File: config.mk
export PLATFORM = sky130hd
export DESIGN_NAME = ltp_lane_cmp
export DESIGN_NICKNAME = d
export VERILOG_FILES = /design/src/rtl/ltp_pkg.sv /design/src/rtl/ltp_lane_cmp.sv
export SDC_FILE = /design/constraint.sdc
export NUM_CORES = 1
export LEC_CHECK = 0
export BUFFER_PORTS_ARGS = -buffer_cell sky130_fd_sc_hd__clkbuf_2
export CELL_PAD_IN_SITES_DETAIL_PLACEMENT = 0
export CELL_PAD_IN_SITES_GLOBAL_PLACEMENT = 2
export CORE_UTILIZATION = 27
export DETAILED_ROUTE_END_ITERATION = 10
export GPL_TIMING_DRIVEN = 0
export PLACE_DENSITY_LB_ADDON = 0.1
export SLEW_MARGIN = 20
export SYNTH_ARGS = -nofsm -noshare
export SYNTH_HDL_FRONTEND = slang
export SYNTH_SLANG_ARGS = --single-unit
File: constraint.sdc
create_clock -name vclk -period 2.81
set_clock_uncertainty 0.1 [all_clocks]
set_input_delay 0.281 -clock vclk [all_inputs]
set_output_delay 0.281 -clock vclk [all_outputs]
set_load 0.01 [all_outputs]
File: src/rtl/ltp_pkg.sv
package ltp_pkg;

  localparam int LANE_W = 32;
  localparam int SMP_W  = 12;

  typedef enum logic {
    PAT_RAMP  = 1'b0,
    PAT_SHORT = 1'b1
  } pat_mode_e;

  // Sample s of a lane: {15-lane, lane, s}
  function automatic logic [SMP_W-1:0] st_sample(input int lane, input int idx);
    return {4'(15 - lane), 4'(lane), 4'(idx)};
  endfunction

  // One half-frame of the short pattern, earliest octet in bits 7:0
  function automatic logic [LANE_W-1:0] st_half(input int lane, input logic half_b);
    logic [SMP_W-1:0] s1, s2, s3, s4, s5;
    s1 = st_sample(lane, 1);
    s2 = st_sample(lane, 2);
    s3 = st_sample(lane, 3);
    s4 = st_sample(lane, 4);
    s5 = st_sample(lane, 5);
    if (!half_b)
      return {s3[11:4], s2[7:0], s1[3:0], s2[11:8], s1[11:4]};
    else
      return {s5[3:0], 4'h0, s5[11:4], s4[7:0], s3[3:0], s4[11:8]};
  endfunction

endpackage

File: src/rtl/ltp_lane_cmp.sv
module ltp_lane_cmp
  import ltp_pkg::*;
#(
  parameter int LANE = 0
) (
  input  logic [LANE_W-1:0] word,
  input  logic [7:0]        base,
  output logic              ramp_bad,
  output logic              half_a_bad,
  output logic              half_b_bad
);

  localparam logic [LANE_W-1:0] EXP_A = st_half(LANE, 1'b0);
  localparam logic [LANE_W-1:0] EXP_B = st_half(LANE, 1'b1);

  logic [LANE_W-1:0] ramp_exp;

  always_comb begin
    for (int k = 0; k < LANE_W/8; k++)
      ramp_exp[8*k +: 8] = base + 8'(k);
  end

  assign ramp_bad   = (word != ramp_exp);
  assign half_a_bad = (word != EXP_A);
  assign half_b_bad = (word != EXP_B);

endmodule

# Yosys cells after proc, flatten, opt, wreduce, memory -nomap -nowiden
# Cells that the tools add are included.
[op_classes]
bitwise = 0
n_addsub = 3
n_lt_le_gt_ge = 0
div_mod_pow = 0
shifts = 0
n_mul = 0
eq_ne = 3
n_mux = 0
reduce_logical = 0
[ops]
columns = ["operator", "n"]
rows = [
  ["$ne A32 B31 Y1 const B", 1],
  ["$ne A32 B32 Y1", 1],
  ["$ne A32 B32 Y1 const B", 1],
  ["$add A8 B2 Y8 const B", 2],
  ["$add A8 B1 Y8 const B", 1],
]
[totals]
ram_bits = 0
reg_bits = 0
mem_bits_ro = 0
mem_count = 0
latchBits = 0

# Depth between registers and ports, before layout
# Gate-level depths: netlist of the first run.
[logic_depth]
ltp_word = 2
mapped_depth = 9
mapped_depth_nobuf = 8

# Worst setup path after synthesis of the first run
# OpenSTA, ideal clock, no wires.
[synth_path]
path_kind = "input to output"
from = "input base[0]"
to = "output ramp_bad"
arrival_ns = 1.793
stages = 9
setup_slack_ns = 0.636
path_cell_list = "buf_2 -> inv_1 -> ha_1 -> nand3b_1 -> nor4b_1 -> a21oi_1 -> o21a_1 -> nor4_1 -> o2111ai_1"
[synth_between]
elab_chain_len = 2
word_cells_on_any_way = 4
cone_classes = "add/sub: 3; eq/ne: 1"
[synth_lines]
columns = ["item", "line_no", "source"]
rows = [
  ["from (decl)", "ltp_lane_cmp.sv:7", "input logic [7:0] base,"],
  ["$add A8 B1 Y8 / $add A8 B2 Y8 (equally long branches)", "ltp_lane_cmp.sv:20", "ramp_exp[8*k +: 8] = base + 8'(k);"],
  ["$ne A32 B32 Y1 (*)", "ltp_lane_cmp.sv:23", "assign ramp_bad = (word != ramp_exp);"],
  ["to (decl)", "ltp_lane_cmp.sv:8", "output logic ramp_bad,"],
]
# Every way passes the cells marked *; elsewhere a longest branch is shown, timed or not.

# Final worst setup path of the first run
# Same ends and word-level chain as after synthesis.

==> impl_metrics.ini, run 1 <==
[status]
status = completed

[layout]
antennaDiodeCount = 0
clock_buffers = 0
seq_cell_count = 0
fillers = 375
drive_gt1_frac = 0.287
nets = 220
final_cell_area_um2 = 1180
area.growth.synth_to_final_pct = 27.7
seqCellArea_um2 = 0

[hold_path]
hold_depth = 3
min-delay-start = word[1]
holdPathEnd = half_b_bad
hold_path.class = input port to primary output

[synthesis]
yosysUniqueCellTypes = 40
syn_area_per_cell_um2 = 6.88
yosysSeqAreaShare = 0
synth_fa_ha_area_frac = 0.0543
syn_inst = 134
yosysWarnings = 0
synthMuxAreaShare = 0
yosys.area_share.xor_xnor = 0.209
synth_top_family_by_area = simple AND/OR/NAND/NOR gates
yosys.area_share.simple = 0.438
synth_top_area_cell = xnor2_1
syn_area_um2 = 922
synth_top_area_frac = 0.104
syn_nets = 178
synth_compound_area_frac = 0.205
synth_area_leaders = xnor2_1 10%, xor2_1 10%, ha_1 5.4%

[cts]
hold_buffers = 0
ctsResizeCount = 0
cts_setup_buffers = 0

[worst_setup_path]
cp_max_fo = 8
crit_required_ns = 2.43
worstPathCellList = clkbuf_2, buf_2, inv_1, ha_1, nand3b_1, nor4b_1, a21oi_1, o21a_1, nor4_1, o2111ai_1, clkbuf_2
slowest_stage = nor4b_1
crit_path_frequent_cell = clkbuf_2
critPathCaptureType = primary output
startpoint_type = input port
cp.arrival_ns = 2.23
critPathMaxStageDelay_ns = 0.29
worstSetupPathType = input port to primary output

[floorplanning]
pin_count = 43
initial_core_util = 0.292
core_area_um2 = 3150
num_rows = 20
die_area_um2 = 3650
fp.dieH_um = 60.4
die_x_um = 60.4

[timing]
rsz0062_at_grt = false
finalHoldViolations = 0
setup_slack_ns = 0.195
min_period_over_period = 0.930
slew_violations = 0
setup_viol = 0
tns_ns = 0
worstMarginPinSlew_ns = 0.331
max-slew-margin-rel = 0.777
fmax_ghz = 0.382
fin_crit_ns = 2.61

[placement]
io_buffers = 40
hpwl_um = 2750
dp_worst_setup_slack_ns = 0.179
placed_area_um2 = 1180
gp_congestion = 0.794

[route]
ant_nets = 0
drc_errors = 0
wl_per_cell_um = 14.8
firstDrtPassIters = 4
vias = 1159
drt_wl_total_um = 3230
avgViaCountPerCell = 5.32
drt_iter0_markers = 44

[pwr]
p_per_area_nw_per_um2 = 138
leakagePower_nw = 0.478
ir_drop_mv = 0.0498

[global_route]
grt_pass1_wl_um = 5100
grt.overflow.total = 0
grt_max_degree = 11
antenna_found_initial = 0
grt_pass1_vias = 1025
track_usage = 0.186

[run]
drv_cap = 0
[worst max-delay path by stage]
stage / from / to / slack (ns) / cells past startpoint
after CTS: base[0] / ramp_bad / 0.17 / 11
after detailed placement: base[0] / ramp_bad / 0.18 / 11
after global placement: base[0] / ramp_bad / 0.24 / 11
final: base[0] / ramp_bad / 0.20 / 11
after floorplan: base[0] / ramp_bad / 0.64 / 9
after global routing: base[0] / ramp_bad / 0.06 / 11
[layer usage]
layer  track usage  share of wire
met1         0.265           0.48
met2         0.323           0.45
met3        0.0128          0.066
met4       0.00325              0
met5             0              0
[cell usage after synthesis]
cell / number
nor2_1: 11
xnor2_1: 11
xor2_1: 11
o21ai_0: 9
nor4_1: 8
nand4_1: 7
a21oi_1: 6
nand2_1: 6
inv_1: 5
nor3_1: 5
buf_6: 4
ha_1: 4
nand3b_1: 4
and2_1: 3
and3_1: 3
nand4b_1: 3
nor2b_1: 3
nor4b_1: 3
or3_1: 3
a31oi_1: 2
nor4bb_1: 2
o2111ai_1: 2
o31ai_1: 2
a211o_1: 1
a211oi_1: 1
a22oi_2: 1
a311oi_1: 1
and4b_2: 1
buf_2: 1
clkbuf_8: 1
inv_2: 1
nand2_2: 1
nand2b_1: 1
nand3_1: 1
nor3b_1: 1
o21a_1: 1
o22ai_1: 1
o311ai_0: 1
o31a_1: 1
or2b_1: 1
[metrics by stage]
stage	hold slack [ns]	instances	utilization	total power [mW]
after floorplan	0.556	134	-	0.0937
after global placement	0.751	218	0.373	0.160
after detailed placement	0.753	218	0.373	0.162
after CTS	0.756	218	0.373	0.162
after global routing	0.777	218	0.373	0.179
final	0.753	218	0.373	0.162
[layout by cell type, fill, tap and decap left out, drive strengths merged, types with 2 or more instances in the layout]
cell and instances:
clkbuf 41, nor2 11, xor2 11, xnor2 11
o21ai 9, nor4 8, nand4 7, nand2 7
a21oi 6, inv 6, nor3 5, buf 5
nand3b 4, ha 4, nand4b 3, nor4b 3
or3 3, and2 3, nor2b 3, and3 3
nor4bb 2, o31ai 2, o2111ai 2, a31oi 2
[final cells by class]
type / instances / area [um^2] / area share
buffer: 6 / 63.8 / 0.0542
multi-input combinational: 122 / 836 / 0.710
inverter: 6 / 22.5 / 0.0191
tap: 44 / 55.1 / 0.0468
timing repair buffer: 40 / 200 / 0.170
[where the power goes]
group	internal [mW]	switching [mW]
combinational	0.0729	0.0896
sequential	0	0
clock	0	0
[worst max-delay path, delay by kind of cell]
family	cells	cell delay [ns]
simple gates	3	0.81
buf+inv	4	0.51
compound gates	3	0.43
fa+ha+maj	1	0.21
[cell families (layout without fill, tap and decap cells)]
family	Yosys count	in the layout
AO/OA/AOI/OAI	29	29
adder cells (fa/ha/maj)	4	4
XOR/XNOR	22	22
buffers and inverters	12	52
AND/OR/NAND/NOR	67	67
No activity file was read; power rests on OpenSTA's default activity.
==> run 2, diff against run 1 <==
--- a/config.mk
+++ b/config.mk
@@ -5,14 +5,17 @@
 export SDC_FILE = /design/constraint.sdc
 export NUM_CORES = 1
 export LEC_CHECK = 0
+export ABC_AREA = 1
 export BUFFER_PORTS_ARGS = -buffer_cell sky130_fd_sc_hd__clkbuf_2
 export CELL_PAD_IN_SITES_DETAIL_PLACEMENT = 0
 export CELL_PAD_IN_SITES_GLOBAL_PLACEMENT = 2
-export CORE_UTILIZATION = 27
+export CORE_UTILIZATION = 24
 export DETAILED_ROUTE_END_ITERATION = 10
 export GPL_TIMING_DRIVEN = 0
 export PLACE_DENSITY_LB_ADDON = 0.1
+export SETUP_SLACK_MARGIN = 0.4
 export SLEW_MARGIN = 20
 export SYNTH_ARGS = -nofsm -noshare
 export SYNTH_HDL_FRONTEND = slang
 export SYNTH_SLANG_ARGS = --single-unit
+export TNS_END_PERCENT = 10
==> run 2 against run 1 <==
Net effect: critical path type unchanged; global-route usage fell by 1.7 points; maximum frequency increased by 21%; largest power group unchanged; synthesized cell count rose by 90%; via count increased by 32%; first-iteration DRC count rose by 59%; clock-buffer cell count unchanged; critical path depth up 2; hold slack improved by 0.11 ns; sequential cell count unchanged; highest routed layer is now met4.
==> impl_metrics.ini, run 2 <==
[layout]
final_cell_area_um2 = 1400
clock_buffers = 0
fillers = 586
finalNonFillerCells = 347
area.growth.synth_to_final_pct = 23.5
nets = 341
final_cell_mix = 122 x nand2_1, 42 x inv_1, 41 x clkbuf_2, 26 x nor2_1, 24 x nand3_1
drive_gt1_frac = 0.166
seq_cell_count = 0
final_common_cell = nand2_1
utilization = 0.314
seqCellArea_um2 = 0
antennaDiodeCount = 0

[timing]
min_period_over_period = 0.767
setup_viol = 0
setup_slack_ns = 0.654
fmax_ghz = 0.464
fin_crit_ns = 2.16
slew_violations = 0
worstMarginPinSlew_ns = 0.325
max-slew-margin-rel = 0.782
tns_ns = 0
finalHoldViolations = 0
hold-worst-slack_ns = 0.861
rsz0062_at_grt = false

[pwr]
seqPwrFrac = 0
leakagePower_nw = 0.893
internal_power_uw = 72.4
ir_drop_mv = 0.0415
power_frac_comb = 1.000
clock_power_share = 0
switching_share = 0.618
p_per_area_nw_per_um2 = 136
total_power_uw = 190
p_sw_uw = 117

[floorplanning]
die_x_um = 70.7
initial_core_util = 0.255
die_area_um2 = 4990
fp.dieH_um = 70.7
core_area_um2 = 4440
pin_count = 43
num_rows = 24

[global_route]
antenna_found_initial = 0
grt.overflow.total = 0
grt_pass1_vias = 1431
track_usage = 0.169
grt_pass1_wl_um = 6730
grt_max_degree = 11

[route]
drc_errors = 0
ant_nets = 0
firstDrtPassIters = 4
drt_iter0_markers = 70
vias = 1532
drt_wl_total_um = 4090
avgViaCountPerCell = 4.41
wl_per_cell_um = 11.8

[worst_setup_path]
startpoint_type = input port
cp_max_fo = 6
critPathCaptureType = primary output
crit_required_ns = 2.43
cp.arrival_ns = 1.78
worstSetupPathType = input port to primary output

[hold_path]
hold_path.class = input port to primary output

[placement]
hpwl_um = 3730
io_buffers = 40
gp_congestion = 0.842
post-place-cells = 347
dp_worst_setup_slack_ns = 0.588
placed_area_um2 = 1400

[cts]
hold_buffers = 0
ctsResizeCount = 0
cts_setup_buffers = 0

[synthesis]
yosysSeqAreaShare = 0
yosysMostFrequentCell = nand2_1
syn_inst = 255
syn_area_um2 = 1130
synth_top_area_cell = nand2_1
ys_top_cells_by_count = 122 x nand2_1, 42 x inv_1, 26 x nor2_1
synth_area_leaders = nand2_1 40%, inv_1 14%, nand3_1 11%
yosysUniqueCellTypes = 21
syn_area_per_cell_um2 = 4.44
synth_top_area_frac = 0.405
syn_nets = 299
yosysWarnings = 0

[status]
status = completed

[run]
drv_cap = 0
## run 2: cell types whose count changed after synthesis, moves of 5 or more
cell	change
a21oi_1	-5
xnor2_1	-6
nand3_1	+23
inv_1	+37
nor2_1	+15
o21ai_0	-9
nand2_1	+116
xor2_1	-8
## run 2: worst paths after layout
| kind | startpoint | end | cells after the start |
|---|---|---|---|
| max | base[0] | ramp_bad | 13 |
| min | word[1] | half_b_bad | 5 |
## run 2: power by group through the flow
stage               Clock (mW)  Combinational [mW]  Sequential, mW
global route                 0               0.221               0
floorplan                    0               0.117               0
global placement             0               0.192               0
detailed placement           0               0.192               0
finish                       0               0.190               0
CTS                          0               0.193               0
## run 2: per-layer routing
| layer | vias to the layer above | share of wire | GRT usage |
|---|---|---|---|
| li1 | 859 | - | - |
| met4 | 0 | 0.0034 | 0.00667 |
| met1 | 643 | 0.52 | 0.249 |
| met2 | 28 | 0.44 | 0.291 |
| met3 | 2 | 0.033 | 0.00285 |
| met5 | - | 0 | 0 |
## run 2: cell type report
cell class	instances	area [um^2]	area share
well taps	52	65.1	0.0466
plain buffers	4	25.0	0.0179
inverters	44	165	0.118
multi-input cells	207	941	0.674
repair buffers	40	200	0.143
## run 2: critical path, cell delays in order
cell and delay, ns:
clkbuf_2 0.15, inv_1 0.13, ha_1 0.35, inv_1 0.05, nand2_1 0.06, nand2_1 0.05
nor2_1 0.10, nand2_1 0.05, nor2_1 0.10, nand2_1 0.07, nor2_1 0.14, nand4_1 0.11
clkbuf_2 0.14
## run 2: cells by family (layout without fill, tap and decap cells)
kind of cell / count (synthesis) / in the layout / share of synthesized area
AO/OA/AOI/OAI: 3 / 3 / 0.0177
AND/OR/NAND/NOR: 192 / 192 / 0.708
XOR/XNOR: 8 / 8 / 0.0619
buffers and inverters: 48 / 88 / 0.168
adder cells (fa/ha/maj): 4 / 4 / 0.0442
==> run 3, diff against run 2 <==
--- a/config.mk
+++ b/config.mk
@@ -9,7 +9,7 @@
 export BUFFER_PORTS_ARGS = -buffer_cell sky130_fd_sc_hd__clkbuf_2
 export CELL_PAD_IN_SITES_DETAIL_PLACEMENT = 0
 export CELL_PAD_IN_SITES_GLOBAL_PLACEMENT = 2
-export CORE_UTILIZATION = 24
+export CORE_UTILIZATION = 22
 export DETAILED_ROUTE_END_ITERATION = 10
 export GPL_TIMING_DRIVEN = 0
 export PLACE_DENSITY_LB_ADDON = 0.1
==> constraint.sdc (replaced) <==
create_clock -name vclk -period 2.1
set_clock_uncertainty 0.1 [all_clocks]
set_input_delay 0.21 -clock vclk [all_inputs]
set_output_delay 0.21 -clock vclk [all_outputs]
set_load 0.01 [all_outputs]
==> run 3 against run 2 <==
Net effect: hold slack lost 0.16 ns; non-clock buffer count grew 1; core utilization grew 0.065 points; sequential share of layout area is the same; via count grew 1.2%; cell count grew 4.6%; combinational power grew 47%; cell area grew 9.3%; wire length grew 5.0%; critical path depth is the same; die area grew 8.8%; clock-buffer cell count is the same; critical endpoint unchanged.
==> impl_metrics.ini, run 3 (synthesis gave the netlist of run 2 again) <==
[route]
drt_iter0_markers = 47
wl_per_cell_um = 11.8
firstDrtPassIters = 5
ant_nets = 0
drc_errors = 0
avgViaCountPerCell = 4.27
vias = 1551
drt_wl_total_um = 4300

[timing]
fin_crit_ns = 1.78
min_period_over_period = 0.846
setup_viol = 0
max-slew-margin-rel = 0.770
slew_violations = 0
rsz0062_at_grt = true
fmax_ghz = 0.563
setup_slack_ns = 0.324
finalHoldViolations = 0
hold-worst-slack_ns = 0.703
worstMarginPinSlew_ns = 0.342
tns_ns = 0

[layout]
seq_cell_count = 0
clock_buffers = 0
final_common_cell = nand2_1
fillers = 605
final_cell_area_um2 = 1530
antennaDiodeCount = 0
seqCellArea_um2 = 0
multi_input_area_um2 = 986
utilization = 0.315
nets = 342
area.growth.synth_to_final_pct = 35.0
drive_gt1_frac = 0.206
final_cell_mix = 121 x nand2_1, 38 x clkbuf_2, 37 x inv_1, 24 x nor2_1, 24 x nand3_1
finalNonFillerCells = 363

[floorplanning]
fp.dieH_um = 73.7
pin_count = 43
die_area_um2 = 5430
die_x_um = 73.7
core_area_um2 = 4850
initial_core_util = 0.233
num_rows = 25

[pwr]
leakagePower_nw = 0.910
ir_drop_mv = 0.0501
p_per_area_nw_per_um2 = 183
total_power_uw = 279

[hold_path]
hold_path.class = input port to primary output
min-delay-start = word[0]
hold_depth = 5
holdPathEnd = half_b_bad

[status]
status = completed

[worst_setup_path]
cp.arrival_ns = 1.47
crit_required_ns = 1.79
slowest_stage = ha_4
critPathCaptureType = primary output
critPathMaxStageDelay_ns = 0.27
worstSetupPathType = input port to primary output
worstPathCellList = clkbuf_16, inv_8, ha_4, inv_2, nand2_1, nand2_1, nor2_1, nand2_1, nor2_1, nand2_1, nor2_2, nand4_1, buf_2
crit_path_frequent_cell = nand2_1
startpoint_type = input port
cp_max_fo = 6

[placement]
dp_worst_setup_slack_ns = 0.0184
io_buffers = 40
placed_area_um2 = 1420
gp_congestion = 0.827
post-place-cells = 362
hpwl_um = 3850

[global_route]
grt_pass1_wl_um = 6980
grt.overflow.total = 0
grt_max_degree = 11
track_usage = 0.168
antenna_found_initial = 0
grt_pass1_vias = 1497

[run]
drv_cap = 0
[run 3: changes by cell type in the layout (fill, tap and decap cells not counted), moves of 2 or more]
cell,before,now
inv_1,42,37
clkbuf_2,41,38
ha_1,4,1
ha_4,0,3
inv_2,2,5
clkbuf_16,0,2
nor2_1,26,24
nor2_2,1,3
[run 3: routing by layer]
metal  part of all wire  vias up  track usage
met1               0.52      659        0.242
met4                  0        0            0
met3              0.035        0      0.00412
met2               0.44       27        0.295
li1                   -      865            -
met5                  0        -            0
[run 3: worst max-delay path: cells and delay by family]
kind / cells / cell delay [ns]
AND/OR/NAND/NOR: 8 / 0.64
buffers and inverters: 4 / 0.35
adder cells (fa/ha/maj): 1 / 0.27
[run 3: what timing repair did]
item / CTS / global route
pin swaps: 7 / 1
hold buffers: 0 / 0
buffers inserted: 1 / 0
gates resized for setup: 20 / 6
endpoints found under the setup margin: 1 / 1
cloned: 0 / 0
[run 3: how the worst max path moves through the flow]
stage	from	endpoint	slack, ns	cells past startpoint
3_5_place_dp	base[0]	ramp_bad	0.02	13
4_1_cts	base[1]	ramp_bad	0.31	13
5_1_grt	base[2]	ramp_bad	0.17	12
3_3_place_gp	base[1]	ramp_bad	0.03	13
6_report	base[1]	ramp_bad	0.32	13
2_1_floorplan	base[0]	ramp_bad	0.59	11
[run 3: final cells by class]
type / count / share of cell area
buffer: 4 / 0.0205
tap: 67 / 0.0549
inverter: 44 / 0.116
multi-input combinational: 207 / 0.646
timing repair buffer: 41 / 0.162
[run 3: where the power goes]
group | total, mW | internal [mW] | switching [mW]
logic | 0.279 | 0.113 | 0.165
registers | 0 | 0 | 0
clock network | 0 | 0 | 0
total | 0.279 | 0.113 | 0.165
